### src/rtl/dpg_pkg.sv
package dpg_pkg;

  typedef enum logic {
    DIR_DOWN = 1'b0,
    DIR_UP   = 1'b1
  } dir_e;

  typedef struct packed {
    logic zero;
    logic cmpa_up;
    logic cmpb_up;
    logic peak;
    logic cmpb_dn;
  } tb_evt_t;

  function automatic logic cfg_ok(input int unsigned prd, input int unsigned ca,
                                  input int unsigned cb);
    return (ca >= 1) && (ca < cb) && (cb < prd);
  endfunction

  function automatic int unsigned lead_len(input int unsigned ca);
    return ca;
  endfunction

  function automatic int unsigned first_len(input int unsigned ca, input int unsigned cb);
    return cb - ca;
  endfunction

  function automatic int unsigned second_len(input int unsigned prd, input int unsigned cb);
    return prd - cb;
  endfunction

  function automatic int unsigned burst_len(input int unsigned prd);
    return 2 * prd;
  endfunction

endpackage

### src/rtl/dpg_trig_sync.sv
module dpg_trig_sync #(
  parameter int STAGES = 2
) (
  input  logic clk_i,
  input  logic rst_i,
  input  logic trig_i,
  input  logic consume_i,
  output logic req_o
);
  localparam int LAST = STAGES - 1;

  logic [STAGES-1:0] sync_q;
  logic              hist_q;
  logic              req_q;
  logic              rise;

  for (genvar g = 0; g < STAGES; g++) begin : g_stage
    if (g == 0) begin : g_first
      always_ff @(posedge clk_i) begin
        if (rst_i) sync_q[g] <= 1'b0;
        else       sync_q[g] <= trig_i;
      end
    end else begin : g_next
      always_ff @(posedge clk_i) begin
        if (rst_i) sync_q[g] <= 1'b0;
        else       sync_q[g] <= sync_q[g-1];
      end
    end
  end

  assign rise = sync_q[LAST] & ~hist_q;

  always_ff @(posedge clk_i) begin
    if (rst_i) begin
      hist_q <= 1'b0;
      req_q  <= 1'b0;
    end else begin
      hist_q <= sync_q[LAST];
      req_q  <= rise | (req_q & ~consume_i);
    end
  end

  assign req_o = req_q;
endmodule

### src/rtl/dpg_timebase.sv
module dpg_timebase
  import dpg_pkg::*;
#(
  parameter int W        = 16,
  parameter int DEF_PRD  = 400,
  parameter int DEF_CMPA = 100,
  parameter int DEF_CMPB = 200
) (
  input  logic         clk_i,
  input  logic         rst_i,
  input  logic [W-1:0] prd_i,
  input  logic [W-1:0] cmpa_i,
  input  logic [W-1:0] cmpb_i,
  output tb_evt_t      evt_o,
  output logic [W-1:0] cnt_o,
  output logic [W-1:0] act_prd_o,
  output dir_e         dir_o
);
  localparam logic [W-1:0] ONE = W'(1);

  logic [W-1:0] cnt_q, prd_q, cmpa_q, cmpb_q;
  dir_e         dir_q;

  always_comb begin
    evt_o.zero    = (cnt_q == '0);
    evt_o.cmpa_up = (dir_q == DIR_UP)   && (cnt_q == cmpa_q);
    evt_o.cmpb_up = (dir_q == DIR_UP)   && (cnt_q == cmpb_q);
    evt_o.peak    = (cnt_q == prd_q);
    evt_o.cmpb_dn = (dir_q == DIR_DOWN) && (cnt_q == cmpb_q);
  end

  // Shadow values are refreshed only at zero so a running burst is never altered.
  always_ff @(posedge clk_i) begin
    if (rst_i) begin
      cnt_q  <= '0;
      dir_q  <= DIR_UP;
      prd_q  <= W'(DEF_PRD);
      cmpa_q <= W'(DEF_CMPA);
      cmpb_q <= W'(DEF_CMPB);
    end else if (evt_o.zero) begin
      cnt_q  <= ONE;
      dir_q  <= DIR_UP;
      prd_q  <= prd_i;
      cmpa_q <= cmpa_i;
      cmpb_q <= cmpb_i;
    end else if (evt_o.peak) begin
      cnt_q  <= cnt_q - ONE;
      dir_q  <= DIR_DOWN;
    end else if (dir_q == DIR_UP) begin
      cnt_q  <= cnt_q + ONE;
    end else begin
      cnt_q  <= cnt_q - ONE;
    end
  end

  assign cnt_o     = cnt_q;
  assign act_prd_o = prd_q;
  assign dir_o     = dir_q;
endmodule

### src/rtl/dpg_wave.sv
module dpg_wave
  import dpg_pkg::*;
(
  input  logic    clk_i,
  input  logic    rst_i,
  input  tb_evt_t evt_i,
  input  logic    req_i,
  output logic    consume_o,
  output logic    trip_o,
  output logic    pulse_o
);
  logic raw_q;
  logic trip_q;

  assign consume_o = evt_i.zero & req_i;

  // Action qualifier: each counter event sets the raw level; trip masks it.
  always_ff @(posedge clk_i) begin
    if (rst_i) begin
      raw_q  <= 1'b0;
      trip_q <= 1'b1;
    end else begin
      if (evt_i.zero) trip_q <= ~req_i;
      if (evt_i.cmpa_up || evt_i.peak)         raw_q <= 1'b1;
      else if (evt_i.cmpb_up || evt_i.cmpb_dn) raw_q <= 1'b0;
    end
  end

  assign trip_o  = trip_q;
  assign pulse_o = raw_q & ~trip_q;
endmodule

### src/rtl/dpg_burst_gen.sv
module dpg_burst_gen
  import dpg_pkg::*;
#(
  parameter int W           = 16,
  parameter int SYNC_STAGES = 2,
  parameter int DEF_PRD     = 400,
  parameter int DEF_CMPA    = 100,
  parameter int DEF_CMPB    = 200
) (
  input  logic         clk_i,
  input  logic         rst_i,
  input  logic         trig_i,
  input  logic [W-1:0] prd_i,
  input  logic [W-1:0] cmpa_i,
  input  logic [W-1:0] cmpb_i,
  output logic         pulse_o,
  output logic         busy_o
);
  tb_evt_t      evt;
  logic [W-1:0] cnt;
  logic [W-1:0] act_prd;
  dir_e         dir;
  logic         req_pend;
  logic         consume;
  logic         trip;

  // Named event wires for the checker.
  logic zero_evt, cmpa_up, cmpb_up, peak_evt, cmpb_dn;
  assign zero_evt = evt.zero;
  assign cmpa_up  = evt.cmpa_up;
  assign cmpb_up  = evt.cmpb_up;
  assign peak_evt = evt.peak;
  assign cmpb_dn  = evt.cmpb_dn;

  dpg_trig_sync #(.STAGES(SYNC_STAGES)) u_sync (
    .clk_i     (clk_i),
    .rst_i     (rst_i),
    .trig_i    (trig_i),
    .consume_i (consume),
    .req_o     (req_pend)
  );

  dpg_timebase #(
    .W(W), .DEF_PRD(DEF_PRD), .DEF_CMPA(DEF_CMPA), .DEF_CMPB(DEF_CMPB)
  ) u_tb (
    .clk_i     (clk_i),
    .rst_i     (rst_i),
    .prd_i     (prd_i),
    .cmpa_i    (cmpa_i),
    .cmpb_i    (cmpb_i),
    .evt_o     (evt),
    .cnt_o     (cnt),
    .act_prd_o (act_prd),
    .dir_o     (dir)
  );

  dpg_wave u_wave (
    .clk_i     (clk_i),
    .rst_i     (rst_i),
    .evt_i     (evt),
    .req_i     (req_pend),
    .consume_o (consume),
    .trip_o    (trip),
    .pulse_o   (pulse_o)
  );

  assign busy_o = ~trip;
endmodule

### config.mk
export PLATFORM = sky130hd
export DESIGN_NAME = dpg_burst_gen
export DESIGN_NICKNAME = d
export VERILOG_FILES = /design/src/rtl/dpg_pkg.sv /design/src/rtl/dpg_trig_sync.sv /design/src/rtl/dpg_timebase.sv /design/src/rtl/dpg_wave.sv /design/src/rtl/dpg_burst_gen.sv
export SDC_FILE = /design/constraint.sdc
export NUM_CORES = 1
export LEC_CHECK = 0
export ABC_AREA = 1
export BUFFER_PORTS_ARGS = -buffer_cell sky130_fd_sc_hd__buf_2
export CELL_PAD_IN_SITES_DETAIL_PLACEMENT = 1
export CELL_PAD_IN_SITES_GLOBAL_PLACEMENT = 2
export CORE_UTILIZATION = 32
export DETAILED_ROUTE_END_ITERATION = 16
export PLACE_DENSITY_LB_ADDON = 0.1
export SLEW_MARGIN = 30
export SYNTH_ARGS = -nofsm -noshare
export SYNTH_HDL_FRONTEND = slang
export SYNTH_SLANG_ARGS = --single-unit
### constraint.sdc
create_clock -name clk_i -period 2.2 [get_ports clk_i]
set_input_delay 0.11 -clock clk_i [delete_from_list [all_inputs] [get_ports clk_i]]
set_output_delay 0.11 -clock clk_i [all_outputs]
set_load 0.005 [all_outputs]
* Word-level counts from Yosys, hierarchy flattened
Cells that the tools add are included.
Widths: inputs -> output; s select.
** Cells by class
- Mux-type cells :: 5
- Reduce and logical (&&, ||, !) cells :: 8
- Bitwise operators :: 10
- Equality and inequality tests :: 3
- Add/sub/neg operators :: 2
** Operators by type and width (count)
- $eq 16x16->1 :: 3
- $mux 16 :: 2
- $add 16x1->16 const B :: 1
- $logic_not 16->1 :: 1
- $sub 16x1->16 const B :: 1
- $not 1->1 :: 5
- $and 1x1->1 :: 4
- $logic_and 1x1->1 :: 3
- $mux 1 :: 3
- $logic_or 1x1->1 :: 2
- $reduce_bool 2->1 :: 1
- $reduce_or 2->1 :: 1
- $or 1x1->1 :: 1
** Word-level totals
- Output and inout bits :: 2
- Register bits after elaboration :: 71
- Bits of input ports :: 51

* Depth between registers and ports, before layout
Gate-level depths: netlist of run 1.
- Depth in word-level cells :: 5
- Gate-level depth with buffers :: 12
- Mapped depth without buffers :: 11

* Modules after synthesis
From an unflattened synthesis of run 1, not the netlist that was laid out.
** Second synthesis, totals
- Cells, all modules :: 580
- Area, all modules :: 4202.8 um2
** By module, submodules not included
- dpg_timebase :: cells each 550, sequential area each 1301.2 um2, area each 3975.1 um2, times used 1
- dpg_trig_sync :: cells each 16, sequential area each 80.1 um2, area each 132.6 um2, times used 1
- dpg_wave :: cells each 13, sequential area each 40.0 um2, area each 91.3 um2, times used 1
- dpg_burst_gen :: cells each 1, sequential area each 0.0 um2, area each 3.8 um2, times used 1

* Worst setup path after synthesis of run 1
No wires, ideal clock.
- Kind :: register -> register
- From :: register u_tb.cnt_q[1] (netlist: u_tb.cnt_o[1])
- To :: register u_tb.cmpb_q[6]
- Required time :: 2062 ps
- Buffers on the path :: 3
- Cell stages (with the launch flop) :: 12
- Data arrival time :: 1379 ps
- Path slack :: 683 ps
- Path through :: dfxtp_1 buf_2 inv_1 ha_1 nand4_1 nor2_1 nand2_2 inv_2 buf_4 buf_6 nand2_1 o211ai_1
** Between the ends
- Longest elaborated chain between the ends :: 1
** RTL lines
- start: declaration :: line dpg_timebase.sv:21 : logic [W-1:0] cnt_q, prd_q, cmpa_q, cmpb_q;
- start signal: assignment :: line dpg_timebase.sv:47 : cnt_q <= cnt_q - ONE;
- start signal: assignment :: line dpg_timebase.sv:50 : cnt_q <= cnt_q + ONE;
- start signal: assignment :: line dpg_timebase.sv:52 : cnt_q <= cnt_q - ONE;
- $logic_not 16->1 :: line dpg_timebase.sv:25 : evt_o.zero = (cnt_q == '0);
- end signal: assignment :: line dpg_timebase.sv:39 : cmpb_q <= W'(DEF_CMPB);
- end signal: assignment :: line dpg_timebase.sv:45 : cmpb_q <= cmpb_i;
- end: declaration :: line dpg_timebase.sv:21
No other way between the ends.
A chain may end at the register's enable or synchronous reset.

* Worst setup path in the final report of run 1
- From :: register u_tb.cnt_q[1] (netlist: u_tb.cnt_o[1])
- To :: register u_tb.cnt_q[4] (netlist: u_tb.cnt_o[4])
** Between the ends
- Longest elaborated chain between the ends :: 3
** RTL lines
- $sub 16x1->16 or $add 16x1->16 (tied branches) :: line dpg_timebase.sv:47, dpg_timebase.sv:52, dpg_timebase.sv:50
- $mux 16 :: line dpg_timebase.sv:49 : end else if (dir_q == DIR_UP) begin
- $mux 16 :: line dpg_timebase.sv:46 : end else if (evt_o.peak) begin
Parallel ways exist; a longest one is shown, timed or not.

==> reports/qor.yml, run 1 <==
run_status:
  status: "complete, no violations"
global_route:
  grt_pass1_wl_um: 22800
  grt.overflow.total: 0
  grt_max_degree: 61
  antenna_found_initial: 0
  grt_pass1_vias: 4283
  grtUsageTotal_pct: 23.4
clock_tree:
  cts.clk_slew.worst_paths_ns: 0.06
  cts_max_path_buffers: 2
  clock_sinks: 71
  cts-root-buf: "clkbuf_16"
  clock_latency_ns: 0.35
  htreeDepth: 3
  cts_buffers: 9
  cts_setup_buffers: 0
  cts_tree: "built"
synth:
  ys_async_sr_fraction_pct: 0
  yosys.area_share.adder_pct: 0.914
  muxShareOfSynthArea_pct: 0
  synth_compound_area_share_pct: 10.1
  syn_inst: 612
  yosysSeqAreaShare_pct: 34.6
  synth_top_family_by_area: "simple AND/OR/NAND/NOR gates"
  ys_ff_latch: 71
  synth_xor_area_share_pct: 9.59
  netlist_area_um2: 4110
  synth-main-ff-cell: "dfxtp_1"
  syn-num-nets: 666
  synth_warnings: 0
  synth_edf_count: 0
  synthSimpleGateAreaFrac_pct: 35.9
  avgSynthCellArea_um2: 6.71
  synth_cell_types: 30
worst_setup_path:
  reg2reg_from: "u_tb.cnt_o[1]"
  worstPathArrival_ns: 2.10
  worst-setup-path-type: "reg -> reg"
  cp-start-kind: "flip-flop"
  crit_fanout: 7
  cp.required_ns: 2.48
  rrSetupSlack_ns: 0.38
  cp-end-kind: "flip-flop"
  startpoint: "u_tb.cnt_o[1]"
power:
  p_per_area_nw_per_um2: 686
  leakagePower_nw: 2.28
  p_total_mw: 3.54
  ir_drop_v: 0.000507
sta:
  maxSlewHeadroom_pct: 66.0
  slew_viol_final: 0
  fin_skew_ns: 0.00777
  rsz0062_at_grt: "no"
  clock.fmax_mhz: 548
  setup_viol_count_final: 0
  hold_viol_final: 0
  worst_pin_slew_ns: 0.510
  period_share_pct: 82.9
  setup-tns-final_ns: 0
  fin_crit_ns: 1.82
finish:
  n_fill_cell: 1663
  antennaDiodeCount: 0
  final_net_count: 747
  final_area_um2: 5160
  area_delta_synth_final_pct: 25.6
  drive_gt1_share_pct: 17.0
place:
  place.gp.congestion: 0.833
  dp_hpwl_um: 10300
  numPortBuffers: 52
  dpl-instance-area_um2: 4520
flow_run:
  drv_cap: 0
route:
  avgViaCountPerCell: 4.68
  drt_first_pass_iters: 4
  drt-initial-drc-count: 144
  wl_per_cell_um: 16.1
  drc: 0
  totalWireLength_um: 14000
  detail-route-antenna-nets: 0
  vias: 4069
die:
  pin_count: 53
  die_w_um: 115
  fp.dieH_um: 115
  rows: 41
  design.core.area_um2: 12600
  dieArea_um2: 13300
  initial_core_util_pct: 32.7
min_path:
  worstHoldStart: "cmpb_i[3]"
  hold_path_class: "in -> reg"
==> kinds of logic (layout without fill, tap and decap cells) <==
family / count (synthesis) / after routing
xor gates and xnor gates: 45 / 45
adders and majority gates: 3 / 3
DFF: 71 / 71
AOI/OAI and AO/OA: 74 / 74
and+or+nand+nor: 344 / 344
buffers and inverters: 75 / 161
==> per-layer routing <==
metal  wire, um  share of wire [%]  up-vias  GRT usage, %
li1           -                  -     2085             -
met1       6900                 49     1914          30.5
met2       6490                 46       51          38.5
met3        403                2.9       19          5.38
met4        255                1.8        0          7.10
met5          0                  0        -             0
==> critical path: stages, from the launching register on <==
cell and delay [ns]:
dfxtp_1 0.41, inv_1 0.20, ha_1 0.22, inv_1 0.09
nor3_2 0.20, xor2_1 0.24, nand2_1 0.09, o21ai_0 0.10
nand2_1 0.08, a21oi_1 0.12
==> path summary, 6_finish.rpt <==
kind               endpoint  depth (start not counted)
max           u_tb.cnt_o[4]                          9
min          u_tb.cmpb_q[3]                          3
max reg2reg   u_tb.cnt_o[4]                          9
min reg2reg    u_sync.req_o                          1
==> Yosys cell counts (4+ instances only) <==
library cell  count  area (um2)
o21ai_0          44         220
nand3_1          32         160
xnor2_1          14         123
buf_6             5        56.3
inv_1            35         131
a21oi_1          14        70.1
dfxtp_1          71        1420
inv_2             4        15.0
nand4_1           9        56.3
xor2_1           31         272
nor2_1          127         477
nor2_4            5        56.3
clkbuf_1          7        26.3
nand2_2           5        31.3
buf_2            12        60.1
nor2_2           11        68.8
a211oi_1         11        82.6
buf_4             7        52.6
nand2_1         145         544
==> sequential cells by signal, indices dropped and copies added, names as in the netlist <==
name	flops
u_tb.act_prd_o	16
u_tb.cmpa_q	16
u_tb.cmpb_q	16
u_tb.cnt_o	16
u_sync.sync_q	2
u_sync.hist_q	1
u_sync.req_o	1
u_tb.dir_o	1
u_wave.raw_q	1
u_wave.trip_o	1
==> through the flow <==
step	worst slack, ns	utilization [%]	instances	hold slack (ns)
after global placement	0.420	36.0	818	0.308
after floorplan	0.683	-	612	0.217
after CTS	0.389	41.1	870	0.0243
final	0.376	41.1	870	0.0238
after global routing	0.196	41.1	870	0.0419
after detailed placement	0.407	36.0	818	0.317
==> placed cells by master (no fill, tap or decap), types with 3 or more instances in the layout <==
cell           instances
a21oi_1               14
nand3b_1               3
nand3_1               32
inv_1                 35
buf_2                 52
buf_4                 14
inv_6                  3
clkinvlp_4             3
nand2_2                5
dfxtp_1               71
nor2_4                 5
ha_1                   3
clkbuf_16              9
dlygate4sd3_1         36
xnor2_1               14
o21ai_0               44
inv_2                  4
xor2_1                31
nor2_2                11
nand4_1                9
nor2_1               127
nand2_1              145
a211oi_1              11
==> cell type report <==
| type | instances | area (um2) | area share [%] |
|---|---|---|---|
| Tap cell | 172 | 215 | 4.17 |
| Clock inverter | 7 | 53.8 | 1.04 |
| Sequential cell | 71 | 1420 | 27.5 |
| Clock buffer | 9 | 225 | 4.36 |
| Inverter | 41 | 159 | 3.08 |
| Multi-Input combinational cell | 466 | 2320 | 45.0 |
| Timing Repair Buffer | 104 | 766 | 14.8 |
==> repair_timing <==
action	CTS	global route
hold buffers	36	0
gates resized for setup	0	0
hold endpoints to repair	36	0
==> power breakdown <==
group	internal [mW]	switching [mW]	leakage [nW]
clock	0.772	0.623	0.129
sequential	1.40	0.0858	0.586
combinational	0.278	0.381	1.57
total	2.45	1.09	2.28
No activity file was read; power rests on OpenSTA's default activity.
==> run 2: changes to the inputs <==
==> constraint.sdc (replaced) <==
create_clock -name clk_i -period 1.9 [get_ports clk_i]
set_input_delay 0.095 -clock clk_i [delete_from_list [all_inputs] [get_ports clk_i]]
set_output_delay 0.095 -clock clk_i [all_outputs]
set_load 0.005 [all_outputs]
==> reports/qor.yml, run 2 (synthesis results as in run 1) <==
worst_setup_path:
  crit_fanout: 16  # +9
  worst-setup-path-type: "reg -> reg"
  cp-start-kind: "flip-flop"
  worstPathArrival_ns: 2.01  # -0.09 ns
  timing.rr.end: "u_tb.cnt_o[14]"
  reg2reg_from: "u_tb.cnt_o[10]"
  worstRegToRegCells: 11  # +2
  cp.required_ns: 2.14  # -0.34 ns
  rrSetupSlack_ns: 0.14  # -0.24 ns
  cp-end-kind: "flip-flop"
clock_tree:
  clock_sinks: 71  # unchanged
  cts_max_path_buffers: 2  # unchanged
  htreeDepth: 3  # unchanged
  cts_tree: "built"
  cts-root-buf: "clkbuf_16"
  cts_buffers: 9  # unchanged
  clock_latency_ns: 0.35  # about the same
  cts.clk_slew.worst_paths_ns: 0.06  # about the same
place:
  dp.cells: 824  # +0.73%
  dp_hpwl_um: 10400  # +0.58%
  pre_cts_slack_ns: 0.0196  # -0.387 ns
  place.gp.congestion: 0.859  # +3.1%
  numPortBuffers: 52  # unchanged
  dpl-instance-area_um2: 4570  # +1.0%
sta:
  period_share_pct: 92.7  # +9.8 points
  rsz0062_at_grt: "no"
  maxSlewHeadroom_pct: 72.6  # +6.6 points
  clock.fmax_mhz: 568  # +3.5%
  fin_skew_ns: 0.00849  # +0.000722 ns
  slew_viol_final: 0  # unchanged
  hold_viol_final: 0  # unchanged
  setup_viol_count_final: 0  # unchanged
  worst_pin_slew_ns: 0.411  # -0.0995 ns
  hold_slack_ns: 0.0208  # -0.00302 ns
  fin_ws_ns: 0.138  # -0.238 ns
  setup-tns-final_ns: 0  # unchanged
  fin_crit_ns: 1.76  # -0.0620 ns
global_route:
  grt_pass1_wl_um: 22200  # -2.6%
  grt_max_degree: 60  # -1.6%
  grt_pass1_vias: 4125  # -3.7%
  grt.overflow.total: 0  # unchanged
  antenna_found_initial: 0  # unchanged
  grtUsageTotal_pct: 22.9  # -0.53 points
die:
  design.core.area_um2: 12600  # unchanged
  rows: 41  # unchanged
  initial_core_util_pct: 32.7  # unchanged
  dieArea_um2: 13300  # unchanged
  fp.dieH_um: 115  # unchanged
  die_w_um: 115  # unchanged
  pin_count: 53  # unchanged
run_status:
  status: "complete, no violations"
route:
  drt-initial-drc-count: 161  # +12%
  totalWireLength_um: 14100  # +0.15%
  drt_first_pass_iters: 4  # unchanged
  wl_per_cell_um: 16.0  # -0.65%
  avgViaCountPerCell: 4.67  # -0.24%
  drc: 0  # unchanged
  vias: 4092  # +0.57%
  detail-route-antenna-nets: 0  # unchanged
finish:
  ff_latch_area_um2: 1420  # +0.18%
  n_fill_cell: 1626  # -2.2%
  final_net_count: 754  # +0.94%
  antennaDiodeCount: 0  # unchanged
  final_cells: 877  # +0.80%
  multi_input_area_um2: 2320  # unchanged
  area_delta_synth_final_pct: 28.1
  drive_gt1_share_pct: 18.0  # +0.97 points
  mostFrequentLayoutCells: "nand2_1, nor2_1, dfxtp_1"
  final_common_cell: "nand2_1"
  final_area_um2: 5260  # +2.0%
  post-route-util_pct: 41.9  # +0.81 points
flow_run:
  drv_cap: 0  # unchanged
power:
  p_per_area_nw_per_um2: 828  # +21%
  leakagePower_nw: 2.35  # +3.1%
  ir_drop_v: 0.000440  # -13%
  p_total_mw: 4.36  # +23%
min_path:
  worstHoldStart: "cmpb_i[3]"
  hold_path_class: "in -> reg"
  holdPathEnd: "u_tb.cmpb_q[3]"
  min_path_cells: 3  # unchanged
==> run 2: cell types whose count changed in the layout (fill, tap and decap cells not counted), sizes merged, moves of 2 or more <==
cell	change
clkinv	+3
buf	+6
bufinv	+2
inv	-3
clkinvlp	-3
==> run 2: worst max-delay path by stage <==
| stage | startpoint | to | slack (ns) | cells after the start |
|---|---|---|---|---|
| CTS | u_tb.cnt_o[11] | u_wave.raw_q | 0.05 | 10 |
| detailed placement | u_tb.cnt_o[6] | u_tb.cnt_o[8] | 0.02 | 9 |
| floorplan | u_tb.cnt_o[1] | u_tb.cmpb_q[6] | 0.38 | 11 |
| finish | u_tb.cnt_o[10] | u_tb.cnt_o[14] | 0.14 | 11 |
| global route | u_tb.cnt_o[10] | u_tb.cnt_o[8] | 0.01 | 11 |
| global placement | u_tb.cnt_o[6] | u_tb.cnt_o[8] | -0.007 | 9 |
==> run 2: area by class of cell <==
| class | count | area share, % |
|---|---|---|
| repair buffers | 111 | 15.6 |
| clock inverters | 6 | 1.59 |
| clock buffers | 10 | 4.54 |
| flip-flops and latches | 71 | 27.1 |
| inverters | 41 | 3.02 |
| multi-input cells | 466 | 44.1 |
| well taps | 172 | 4.09 |
==> run 2: power breakdown <==
part           internal [mW]  switching, mW  leakage, nW
Combinational          0.328          0.453         1.60
Sequential              1.62         0.0947        0.587
Clock                   1.18          0.679        0.162
Total                   3.13           1.23         2.35
==> run 2: worst max-delay path, stage by stage, from the launching register on <==
cell and delay (ns):
dfxtp_1 0.56, inv_4 0.10, nand2_1 0.07, nand2_1 0.05, nor2_2 0.12, nand2_1 0.12
nor2_4 0.17, nand2_4 0.16, nand2_4 0.14, nand2_1 0.06, nand2_1 0.05, nor2_1 0.04
==> run 2: routing by layer <==
layer	share of wire, %	track usage [%]	vias to the layer above
li1	-	-	2105
met1	49	30.2	1921
met2	47	37.3	53
met3	2.5	4.06	13
met4	1.3	8.23	0
met5	0	0	-
==> run 2: what timing repair did <==
action,in CTS,in global routing
resized for setup,1,1
hold buffers,37,0
buffers inserted,0,0
hold endpoints to repair,37,0
endpoints found under the setup margin,4,1
